$ cat config.mk
export PLATFORM = sky130hd
export DESIGN_NAME = gpio_irq_detect
export DESIGN_NICKNAME = d
export VERILOG_FILES = /design/src/rtl/gpio_irq_pkg.sv /design/src/rtl/pin_trig_eval.sv /design/src/rtl/level_history.sv /design/src/rtl/event_status.sv /design/src/rtl/irq_merge.sv /design/src/rtl/gpio_irq_detect.sv
export SDC_FILE = /design/constraint.sdc
export NUM_CORES = 1
export LEC_CHECK = 0
export ABC_AREA = 1
export BUFFER_PORTS_ARGS = -buffer_cell sky130_fd_sc_hd__buf_4
export CAP_MARGIN = 20
export CORE_MARGIN = 2
export CORE_UTILIZATION = 40
export DETAILED_ROUTE_END_ITERATION = 7
export GPL_ROUTABILITY_DRIVEN = 1
export PLACE_DENSITY = 0.78
export SYNTH_ARGS = -nofsm -noshare
export SYNTH_HDL_FRONTEND = slang
export SYNTH_SLANG_ARGS = --single-unit
$ cat constraint.sdc
create_clock -name clk -period 0.8 [get_ports clk]
set_input_delay 0.2 -clock clk [delete_from_list [all_inputs] [get_ports clk]]
set_output_delay 0.2 -clock clk [all_outputs]
set_load 0.005 [all_outputs]
$ cat src/rtl/gpio_irq_pkg.sv
package gpio_irq_pkg;

  typedef enum logic [1:0] {
    TRIG_LOW  = 2'b00,
    TRIG_HIGH = 2'b01,
    TRIG_RISE = 2'b10,
    TRIG_FALL = 2'b11
  } trig_e;

  // Code bit 1 picks edge vs level; bit 0 is the level that fires (level
  // mode) or the level that must be left behind (edge mode).
  function automatic logic trig_match(input trig_e code, input logic now,
                                      input logic was);
    logic moved;
    moved = now ^ was;
    if (code[1]) trig_match = moved && (now != code[0]);
    else         trig_match = (now == code[0]);
  endfunction

endpackage

$ cat src/rtl/pin_trig_eval.sv
module pin_trig_eval
  import gpio_irq_pkg::*;
#(
  parameter bit ANY_EDGE_EN = 1'b1
) (
  input  logic       level_i,
  input  logic       last_i,
  input  logic [1:0] code_i,
  input  logic       any_sel_i,
  input  logic       is_out_i,
  output logic       hit_o
);

  logic coded_hit;

  always_comb coded_hit = trig_match(trig_e'(code_i), level_i, last_i);

  generate
    if (ANY_EDGE_EN) begin : g_any
      logic sel_hit;
      always_comb sel_hit = any_sel_i ? (level_i ^ last_i) : coded_hit;
      assign hit_o = sel_hit && !is_out_i;
    end else begin : g_plain
      logic unused_sel;
      assign unused_sel = any_sel_i;
      assign hit_o = coded_hit && !is_out_i;
    end
  endgenerate

endmodule

$ cat src/rtl/level_history.sv
module level_history #(
  parameter int NPIN = 32
) (
  input  logic            clk,
  input  logic            rst_n,
  input  logic [NPIN-1:0] level_i,
  output logic [NPIN-1:0] last_o
);

  always_ff @(posedge clk or negedge rst_n) begin
    if (!rst_n) last_o <= '0;
    else        last_o <= level_i;
  end

endmodule

$ cat src/rtl/event_status.sv
module event_status #(
  parameter int NPIN = 32
) (
  input  logic            clk,
  input  logic            rst_n,
  input  logic [NPIN-1:0] hit_i,
  input  logic [NPIN-1:0] clr_i,
  output logic [NPIN-1:0] status_o
);

  logic [NPIN-1:0] status_d;

  // A hit wins over a clear in the same cycle so no event is dropped.
  always_comb status_d = (status_o & ~clr_i) | hit_i;

  always_ff @(posedge clk or negedge rst_n) begin
    if (!rst_n) status_o <= '0;
    else        status_o <= status_d;
  end

endmodule

$ cat src/rtl/irq_merge.sv
module irq_merge #(
  parameter int NPIN  = 32,
  parameter bit SPLIT = 1'b1
) (
  input  logic [NPIN-1:0] status_i,
  input  logic [NPIN-1:0] mask_i,
  output logic [1:0]      irq_o
);

  localparam int HALF = NPIN / 2;

  logic [NPIN-1:0] armed;
  always_comb armed = status_i & mask_i;

  generate
    if (SPLIT) begin : g_split
      assign irq_o[0] = |armed[HALF-1:0];
      assign irq_o[1] = |armed[NPIN-1:HALF];
    end else begin : g_single
      assign irq_o[0] = |armed;
      assign irq_o[1] = 1'b0;
    end
  endgenerate

endmodule

$ cat src/rtl/gpio_irq_detect.sv
module gpio_irq_detect #(
  parameter int NPIN        = 32,
  parameter bit SPLIT       = 1'b1,
  parameter bit ANY_EDGE_EN = 1'b1
) (
  input  logic              clk,
  input  logic              rst_n,
  input  logic [NPIN-1:0]   pad_i,
  input  logic [NPIN-1:0]   dir_i,
  input  logic [2*NPIN-1:0] cond_i,
  input  logic [NPIN-1:0]   anyedge_i,
  input  logic [NPIN-1:0]   mask_i,
  input  logic [NPIN-1:0]   clr_i,
  output logic [NPIN-1:0]   status_o,
  output logic [1:0]        irq_o
);

  logic [NPIN-1:0] last_lvl;
  logic [NPIN-1:0] hit;

  level_history #(.NPIN(NPIN)) u_hist (
    .clk     (clk),
    .rst_n   (rst_n),
    .level_i (pad_i),
    .last_o  (last_lvl)
  );

  for (genvar p = 0; p < NPIN; p++) begin : g_pin
    pin_trig_eval #(.ANY_EDGE_EN(ANY_EDGE_EN)) u_eval (
      .level_i   (pad_i[p]),
      .last_i    (last_lvl[p]),
      .code_i    (cond_i[2*p+1:2*p]),
      .any_sel_i (anyedge_i[p]),
      .is_out_i  (dir_i[p]),
      .hit_o     (hit[p])
    );
  end

  event_status #(.NPIN(NPIN)) u_stat (
    .clk      (clk),
    .rst_n    (rst_n),
    .hit_i    (hit),
    .clr_i    (clr_i),
    .status_o (status_o)
  );

  irq_merge #(.NPIN(NPIN), .SPLIT(SPLIT)) u_irq (
    .status_i (status_o),
    .mask_i   (mask_i),
    .irq_o    (irq_o)
  );

endmodule

# Word level (Yosys, flattened, before mapping)
# Cells that the tools add are included.
# op_classes
reduce_logical	98
bitwise	36
n_mux	64
n_eq_ne	64
# op_table
op	n
$and 32x32->32	2
$logic_and 1x1->1	64
$mux 1	64
$eq 1x1->1	32
$logic_not 1->1	32
$ne 1x1->1	32
$not 32->32	1
$or 32x32->32	1
$reduce_or 16->1	2
$xor 1x1->1	32
# word_totals
reg_bits	64
input_bits	226
out_inout_bits	34
word_cells	264

# Logic depth before layout (Yosys ltp)
# Gate-level depths: netlist (run 1).
# depth
depth_word	6
ltp_mapped	6
depth_no_buf	6

# By module
# From an unflattened synthesis (run 1), not the netlist that was laid out.
# hier_totals
hier_cells	838
hier_area_um2	4752.1
# modules_own_cells
module	cells_per_inst	area_per_inst_um2	instances	seq_area_each_um2
pin_trig_eval	18	75.1	32	0.0
event_status	160	1281.2	1	800.8
level_history	32	800.8	1	800.8
irq_merge	70	267.8	1	0.0

# Worst setup path before layout (run 1)
# No wires, ideal clock.
# synth_path
path_type	register to output
from	reg u_stat.status_o[26]
to	out irq_o[1]
stages_incl_launch_ff	5
t_arrival_ns	0.687
slack_ns	-0.087
n_path_buf	0
t_required_ns	0.600
cell_sequence	dfrtp_1 > nand2_1 > nand4_1 > nor2_1 > nand2_1
# synth_between
elab_chain_len	2
# synth_rtl
element	line_no	source
start: declaration	event_status.sv:8	output logic [NPIN-1:0] status_o
start signal: assignment	event_status.sv:18	else status_o <= status_d;
$and 32x32->32	irq_merge.sv:13	always_comb armed = status_i & mask_i;
$reduce_or 16->1	irq_merge.sv:18	assign irq_o[1] = |armed[NPIN-1:HALF];
end: declaration	gpio_irq_detect.sv:15	output logic [1:0] irq_o
# Every way passes these cells.

# Final worst setup path (run 1)
# layout_path
from	reg u_stat.status_o[25]
to	out irq_o[1]
# Same word-level chain as after synthesis.

==> results.md, run 1 <==
- CTS Buf Count: 9
- Min-Delay Path Class: in2reg
- Setup slack after layout: -718 ps
- Horiz. Die Dim: 108 um
- Area contributors post-synth: dfrtp_1, nand2_1, inv_1
- Switching Share: 28.4%
- Worst EP required: 600 ps
- Final Slew Violations: 0
- Relative slew slack: 86.3%
- DR vias: 5486
- Placed inst area: 6760 sq um
- CP Buf/Inv Count: 1
- Largest family of logic cells by synthesized area: simple AND/OR/NAND/NOR gates
- Most frequent cell after synthesis: nand2_1
- Fmax achieved: 659 MHz
- Dpl ws: -346 ps
- IO Pins: 260
- Post-synthesis compound-gate area fraction: 0%
- Adder-cell share of the synthesized area: 0%
- Yosys cell types: 8
- Clock power frac: 28.6%
- Worst-Skew Late Latency: 330 ps
- Most common library cells after synthesis: nand2_1, inv_1, nand3_1
- GRT Resource Usage Total: 23.3%
- N_diodes: 0
- WL per Instance: 12.0 um
- CTS tree: built
- Layout cells sized above 1: 38.1%
- Fin crit period: 1520 ps
- Clock sink total: 64
- Crit path max-delay family: simple AND/OR/NAND/NOR gates
- Critical Path Fanout Max: 2
- Pint: 7.34 mW
- Fin Setup TNS: -13380 ps
- Maxcap violations: 0
- Synth Area in XOR/XNOR: 0%
- Die Footprint: 11700 sq um
- Nets: 1284
- P&R area growth vs syn: 76.7%
- Die Y-Extent: 108 um
- Worst Skew: 12.1 ps
- CP most frequent cell: nand2_1
- Detail Route Antenna Nets: 0
- Status: finished with violations
- CP max stage delay: 410 ps
- # DRC: 0
- Initial DRC count: 294
- Pleak: 4.75 nW
- Area share of the largest cell type after synthesis: 36.8%
- Logic pwr share: 35.1%
- Crit-path cells: nand2_1 > nand4_1 > nor2_2 > nand2_1 > buf_6
- Via-to-Cell Ratio: 4.56
- RSZ-0062 raised after global routing: yes
- Post-synth design cell area: 4360 sq um
- Initial antenna violation count: 0
- CTS Root Cell: clkbuf_8
- Max Root-Sink Buffers: 2
- Max VDD drop: 852 uV
- # rows: 38
- Power Density: 1330 nW/um^2
- Predominant post-synthesis flop cell: dfrtp_1
- Drt pass-1 iters: 6
- Yosys reg bits: 64
- CP Launch Type: register
- Routability congestion estimate: 0.824
- Yosys warns: 0
- Power share of the sequential group: 36.2%
- DP HPWL: 11.1 mm
- Starting Density: 40.5%
- Worst slew pin tran: 206 ps
- Count of final setup violators: 57
- Number of synthesized flops with an enable pin: 0
- Syn avg cell area: 6.07 sq um
- First-pass GRT wire length: 21.5 mm
- H-tree depth: 3
- Crit path max-delay cell type: dfrtp_1
- Seq/Total Area, Yosys: 36.8%
- Area leader, netlist: dfrtp_1
- Final period util: 190%
- Power, Total: 10.3 mW
- Mapped Nets: 944
- Multiplexer share of the synthesized area: 0%
- Placeable Area: 10700 sq um
- WHS: 26.9 ps
- Post-Synth Simple-Gate Area: 43.9%
- Final Instance Area: 7700 sq um
- Worst EP arrival: 1320 ps
- Async set-or-reset flop fraction in the synthesized netlist: 100%
- Net switching power: 2.92 mW
- Clock transition at path regs: 80 ps
- Worst setup EP type: output port
- Vias in the first global route: 5140
- PortBufs: 259
- Total grt overflow: 0
- Crit path kind: reg2out
- Drt total wl: 14.5 mm
- Violated checks: setup timing
- Largest net degree at the start of global routing: 35
- Final hold viol count: 0
- Post-Syn Instances: 718
==> layout make-up <==
cell class	count	area (sq um)
clock buffer	13	169
clock inverter	2	37.5
fill	906	3050
inverter	224	841
multi-input combinational	430	2040
sequential	64	1600
tap	140	175
timing repair buffer	329	2830
==> worst paths after layout <==
kind / from / to / slack [ps] / cells past startpoint
max: u_stat.status_o[25]$_DFF_PN0_ / irq_o[1] / -720 / 5
min: pad_i[1] / u_hist.last_o[1]$_DFF_PN0_ / 30 / 1
max reg2reg: u_hist.last_o[7]$_DFF_PN0_ / u_stat.status_o[7]$_DFF_PN0_ / -80 / 6
min reg2reg: u_stat.status_o[18]$_DFF_PN0_ / u_stat.status_o[18]$_DFF_PN0_ / 580 / 3
max in group asynchronous: rst_n / u_hist.last_o[15]$_DFF_PN0_ / 200 / 3
min in group asynchronous: rst_n / u_stat.status_o[0]$_DFF_PN0_ / 380 / 3
==> repair_timing <==
item,4_1_cts,5_1_grt
hold endpoints to repair,95,0
setup endpoints to repair,55,66
buffers inserted,8,13
gates resized for setup,66,42
hold buffers,32,0
pin swaps,2,21
==> power by group through the flow <==
stage / Clock (mW) / Combinational (mW) / Sequential, mW
after floorplan: 0 / 1.01 / 3.79
after global placement: 0 / 2.98 / 3.71
after detailed placement: 0 / 3.02 / 3.73
after CTS: 3.01 / 3.45 / 3.70
after global routing: 3.13 / 3.98 / 3.75
final: 2.94 / 3.61 / 3.72
==> kinds of logic (layout without fill, tap and decap cells) <==
kind of cell  Yosys count  count (layout)
flops                  64              64
simple gates          430             430
buf+inv               224             568
==> worst reg2reg max path: stages, from the launching register on <==
cell	delay, ps
dfrtp_1	380
inv_1	50
nand2_1	40
nand3_1	60
nand2_1	60
nand3_2	100
nand2_1	60
==> per-layer routing <==
layer / wire (um) / GRT usage [%] / vias to the layer above
li1: - / - / 2814
met1: 5260 / 25.3 / 2430
met2: 7470 / 43.2 / 214
met3: 1390 / 6.15 / 28
met4: 346 / 8.70 / 0
met5: 0 / 0 / -
==> layout by cell type (no fill, tap or decap), drive strengths merged <==
cell type,count
clkbuf,13
inv,224
clkinvlp,1
nand2,290
dfrtp,64
nand4,40
bufinv,1
dlygate4sd3,32
buf,297
nand3,96
nor2,4
==> through the flow <==
stage | instances | utilization (%)
after floorplan | 718 | -
after CTS | 1199 | 70.2
after detailed placement | 1151 | 62.9
after global routing | 1202 | 71.7
after global placement | 1151 | 62.9
final | 1202 | 71.7
==> registers in the layout, summed over array words and instances, names as in the netlist <==
signal           flops
u_stat.status_o     32
u_hist.last_o       32
No activity file was read; power rests on OpenSTA's default activity.
==> inputs of run 2 (changes only) <==
- CORE_UTILIZATION: 40 -> 41
- CTS_BUF_LIST: default -> sky130_fd_sc_hd__clkbuf_8
- PLACE_DENSITY: 0.78 -> 0.79
==> results.md, run 2 (same netlist as run 1, synthesis figures left out) <==
- Reg2reg path depth: 5 (-1)
- Crit path max-delay cell type: dfrtp_1
- GRT Resource Usage Total: 24.2% (+0.89 points)
- Final period util: 189% (-0.23 points)
- CP max stage delay: 400 ps (about the same)
- Power Density: 1260 nW/um^2 (-5.2%)
- Drt total wl: 14.1 mm (-2.4%)
- Worst EP arrival: 1320 ps (about the same)
- Worst EP required: 600 ps (about the same)
- Initial antenna violation count: 0 (unchanged)
- Worst setup path endpoint: irq_o[1]
- Drt pass-1 iters: 4 (-2)
- Dpl ws: -375 ps (-28.9 ps)
- P&R area growth vs syn: 75.2%
- Non-filler cells, final: 1199 (-0.25%)
- Horiz. Die Dim: 107 um (-1.2%)
- Starting Density: 42.2% (+1.7 points)
- CP most frequent cell: nand2_1
- Worst-Skew Late Latency: 320 ps (about the same)
- Setup slack after layout: -716 ps (+1.86 ps)
- Clock transition at path regs: 70 ps (about the same)
- DR vias: 5449 (-0.67%)
- Power, Total: 9.64 mW (-6.1%)
- Die Footprint: 11500 sq um (-2.4%)
- Largest net degree at the start of global routing: 19 (-46%)
- Placeable Area: 10300 sq um (-3.9%)
- Routability congestion estimate: 0.837 (+1.6%)
- Pleak: 4.74 nW (-0.20%)
- Max VDD drop: 730 uV (-14%)
- Relative slew slack: 81.9% (-4.4 points)
- Initial DRC count: 254 (-14%)
- Maxcap violations: 0 (unchanged)
- DP HPWL: 11.2 mm (+0.49%)
- Most frequent cells in the layout: nand2_1, buf_4, inv_1, nand3_1, buf_6
- CTS Root Cell: clkbuf_8
- Clock sink total: 64 (unchanged)
- Most common cell after layout, fill and taps aside: nand2_1
- Die Y-Extent: 107 um (-1.2%)
- PortBufs: 259 (unchanged)
- Status: finished with violations
- Critical Path Fanout Max: 2 (unchanged)
- # DRC: 0 (unchanged)
- IO Pins: 260 (unchanged)
- N_diodes: 0 (unchanged)
- DP Cell Count: 1149 (-0.17%)
- Crit path kind: reg2out
- End of the worst register-to-register path: u_stat.status_o[20]$_DFF_PN0_
- # rows: 37 (-2.6%)
- Layout cells sized above 1: 38.4% (+0.25 points)
- Crit. Startpoint: u_stat.status_o[18]$_DFF_PN0_
- Nets: 1284 (unchanged)
- Max Root-Sink Buffers: 2 (unchanged)
- Via-to-Cell Ratio: 4.54 (-0.43%)
- Final hold viol count: 0 (unchanged)
- Vias in the first global route: 5326 (+3.6%)
- Reg2reg start: u_stat.status_o[20]$_DFF_PN0_
- Worst slew pin tran: 272 ps (+65.6 ps)
- WHS: 29.5 ps (+2.55 ps)
- First-pass GRT wire length: 22.1 mm (+2.8%)
- Detail Route Antenna Nets: 0 (unchanged)
- WL per Instance: 11.8 um (-2.2%)
- Count of final setup violators: 52 (-8.8%)
- Violated checks: setup timing
- CTS tree: built
- Fmax achieved: 660 MHz (+0.12%)
- Worst setup EP type: output port
- CTS Buf Count: 9 (unchanged)
- Fin crit period: 1520 ps (-1.85 ps)
- Total grt overflow: 0 (unchanged)
- Crit-path cells: nand2_1 > nand4_1 > nor2_2 > nand2_1 > buf_4
- CP Launch Type: register
- R2R Setup Slk: -90 ps (about the same)
- Final Slew Violations: 0 (unchanged)
- Worst Skew: 11.2 ps (-0.862 ps)
- H-tree depth: 3 (unchanged)
- Min-Delay Path Class: in2reg
- RSZ-0062 raised after global routing: yes
- Biggest regs: u_hist.last_o x32, u_stat.status_o x32
==> run 2: metrics by stage <==
stage               util (%)  area, sq um  setup TNS (ps)
floorplan                  -         4360            -164
global placement        65.7         6780           -1360
detailed placement      65.7         6780           -1690
CTS                     72.4         7480          -13500
global route            73.9         7630          -16470
finish                  73.9         7630          -12750
==> run 2: per-layer routing <==
layer	global-route usage, %	vias to the layer above	routed length, um
met3	8.09	34	1390
met5	0	-	0
met4	11.0	0	497
met1	24.5	2397	5110
met2	44.5	209	7120
li1	-	2809	-
==> run 2: repair_timing <==
item	4_1_cts	5_1_grt
hold buffers	29	0
endpoints found under the setup margin	55	66
hold endpoints to repair	73	0
buffers inserted	8	13
pin swaps	8	19
resized for setup	58	46
==> run 2: critical path: cells and delay by family, from the launching register on <==
family | cells | cell delay (ps)
buffers and inverters | 1 | 130
DFF | 1 | 400
and+or+nand+nor | 4 | 450
==> run 2: power breakdown <==
group / switching [mW] / leakage [nW] / internal [mW] / total [mW]
Clock: 1.18 / 0.0982 / 1.17 / 2.35
Sequential: 0.185 / 0.762 / 3.53 / 3.71
Combinational: 1.45 / 3.88 / 2.13 / 3.57
==> run 2: cell type report <==
cell class	count	area, sq um
clock buffer	10	138
clock inverter	6	27.5
fill	819	2690
inverter	224	841
multi-input combinational	430	2030
sequential	64	1600
tap	136	170
timing repair buffer	329	2820
==> run 2: worst min-delay path by stage <==
stage               cells past startpoint                     endpoint       from
floorplan                               0   u_hist.last_o[0]$_DFF_PN0_      rst_n
global placement                        1   u_hist.last_o[1]$_DFF_PN0_      rst_n
detailed placement                      1   u_hist.last_o[1]$_DFF_PN0_      rst_n
CTS                                     1  u_hist.last_o[19]$_DFF_PN0_  pad_i[19]
global route                            1  u_hist.last_o[19]$_DFF_PN0_  pad_i[19]
finish                                  1  u_hist.last_o[27]$_DFF_PN0_  pad_i[27]
==> inputs of run 3 (changes only) <==
- PLACE_DENSITY: 0.79 -> 0.88
- SKIP_CTS_REPAIR_TIMING: default -> 1
- SLEW_MARGIN: default -> 20
==> results.md, run 3 (same netlist as run 1, synthesis figures left out) <==
- Status: finished with violations
- Violated checks: setup timing
- Crit path kind: reg2out
- GRT Resource Usage Total: 22.9% (-1.2 points)
- Worst-Skew Late Latency: 330 ps (about the same)
- Via-to-Cell Ratio: 4.57 (+0.61%)
- CTS Buf Count: 9 (unchanged)
- Fmax achieved: 649 MHz (-1.6%)
- Hold Path End: u_hist.last_o[5]$_DFF_PN0_
- Horiz. Die Dim: 107 um (unchanged)
- Biggest regs: u_hist.last_o x32, u_stat.status_o x32
- CP max stage delay: 410 ps (about the same)
- Worst hold start: pad_i[5]
- Die Footprint: 11500 sq um (unchanged)
- IO Pins: 260 (unchanged)
- CTS Root Cell: clkbuf_8
- Initial DRC count: 307 (+21%)
- Final period util: 193% (+3.1 points)
- Die Y-Extent: 107 um (unchanged)
- Maxcap violations: 0 (unchanged)
- Total grt overflow: 0 (unchanged)
- Reg2reg start: u_hist.last_o[30]$_DFF_PN0_
- # DRC: 0 (unchanged)
- Pleak: 4.73 nW (-0.30%)
- # rows: 37 (unchanged)
- Placeable Area: 10300 sq um (unchanged)
- Detail Route Antenna Nets: 0 (unchanged)
- Hold Path Depth: 1 (unchanged)
- DP HPWL: 11.3 mm (+0.94%)
- Fillcell total: 781 (-4.6%)
- Worst EP arrival: 1340 ps (+20 ps)
- CTS tree: built
- DR vias: 5482 (+0.61%)
- Min-Delay Path Class: in2reg
- Critical Path Fanout Max: 2 (unchanged)
- Crit path max-delay cell type: dfrtp_1
- Count of final setup violators: 58 (+12%)
- Crit-path cells: nand2_1 > nand4_1 > nor2_1 > nand2_1 > buf_4
- RSZ-0062 raised after global routing: yes
- Final hold viol count: 0 (unchanged)
- Setup slack after layout: -741 ps (-25.2 ps)
- Relative slew slack: 82.8% (+0.89 points)
- N_diodes: 0 (unchanged)
- CP Launch Type: register
- Routability congestion estimate: 0.842 (+0.68%)
- Power, Total: 9.89 mW (+2.7%)
- R2R Setup Slk: -110 ps (-20 ps)
- Max Root-Sink Buffers: 2 (unchanged)
- H-tree depth: 3 (unchanged)
- Crit. Startpoint: u_stat.status_o[26]$_DFF_PN0_
- Most frequent cells in the layout: nand2_1, buf_4, inv_1, nand3_1, dfrtp_1
- Layout cells sized above 1: 37.5% (-0.85 points)
- WL per Instance: 12.5 um (+6.4%)
- PortBufs: 259 (unchanged)
- First-pass GRT wire length: 21.1 mm (-4.9%)
- Final Slew Violations: 0 (unchanged)
- Layout Utilization: 73.6% (-0.30 points)
- Drt pass-1 iters: 6 (+2)
- WHS: 32.2 ps (+2.76 ps)
- Non-filler cells, final: 1199 (unchanged)
- End of the worst register-to-register path: u_stat.status_o[30]$_DFF_PN0_
- CP most frequent cell: nand2_1
- Fin crit period: 1540 ps (+25.2 ps)
- Power Density: 1300 nW/um^2 (+3.1%)
- Drt total wl: 15.0 mm (+6.4%)
- DP Cell Count: 1149 (unchanged)
- Clock sink total: 64 (unchanged)
- Largest net degree at the start of global routing: 26 (+7)
- Reg2reg path depth: 6 (+1)
- Clock transition at path regs: 60 ps (about the same)
- Starting Density: 42.2% (unchanged)
- Worst slew pin tran: 258 ps (-13.4 ps)
- Worst setup EP type: output port
- Vias in the first global route: 5113 (-4.0%)
- Nets: 1284 (unchanged)
- Max VDD drop: 804 uV (+10%)
- Most common cell after layout, fill and taps aside: nand2_1
- Worst Skew: 11.3 ps (+0.0557 ps)
- Initial antenna violation count: 0 (unchanged)
- P&R area growth vs syn: 74.5%
- Worst EP required: 600 ps (about the same)
-- run 3: through the flow --
stage | TNS (ps) | setup WS (ps) | area [sq um]
after floorplan | -164 | -82.0 | 4360
after global placement | -1210 | -361 | 6770
after detailed placement | -1730 | -384 | 6770
after CTS | -14270 | -747 | 6950
after global routing | -17220 | -834 | 7600
final | -13500 | -741 | 7600
-- run 3: how the worst max path moves through the flow --
| stage | to | cells after the start |
|---|---|---|
| after floorplan | irq_o[0] | 4 |
| after global placement | irq_o[0] | 5 |
| after detailed placement | irq_o[0] | 5 |
| after CTS | irq_o[0] | 5 |
| after global routing | irq_o[0] | 5 |
| final | irq_o[1] | 5 |
-- run 3: area by class of cell --
class	count	area (sq um)	area share [%]
Timing Repair Buffer	329	2810	36.9
Multi-Input combinational cell	430	2000	26.3
Sequential cell	64	1600	21.1
Inverter	224	841	11.1
Tap cell	136	170	2.24
Clock buffer	12	165	2.17
Clock inverter	4	18.8	0.247
-- run 3: power by group --
part           switching [mW]  internal, mW  total, mW
Combinational            1.47          2.10       3.57
Sequential              0.200          3.53       3.73
Clock                    1.24          1.35       2.59
Total                    2.91          6.99       9.89
-- run 3: worst max-delay path, delay by kind of cell (launching register included) --
family        cells  cell delay [ps]
simple gates      4              480
flops             1              410
buf+inv           1              130
-- run 3: layer usage --
metal | up-vias | GRT usage [%] | part of all wire, %
met5 | - | 0 | 0
met4 | 0 | 7.70 | 2.2
met3 | 29 | 7.78 | 9.0
met2 | 215 | 44.6 | 54
met1 | 2436 | 22.3 | 35
li1 | 2802 | - | -
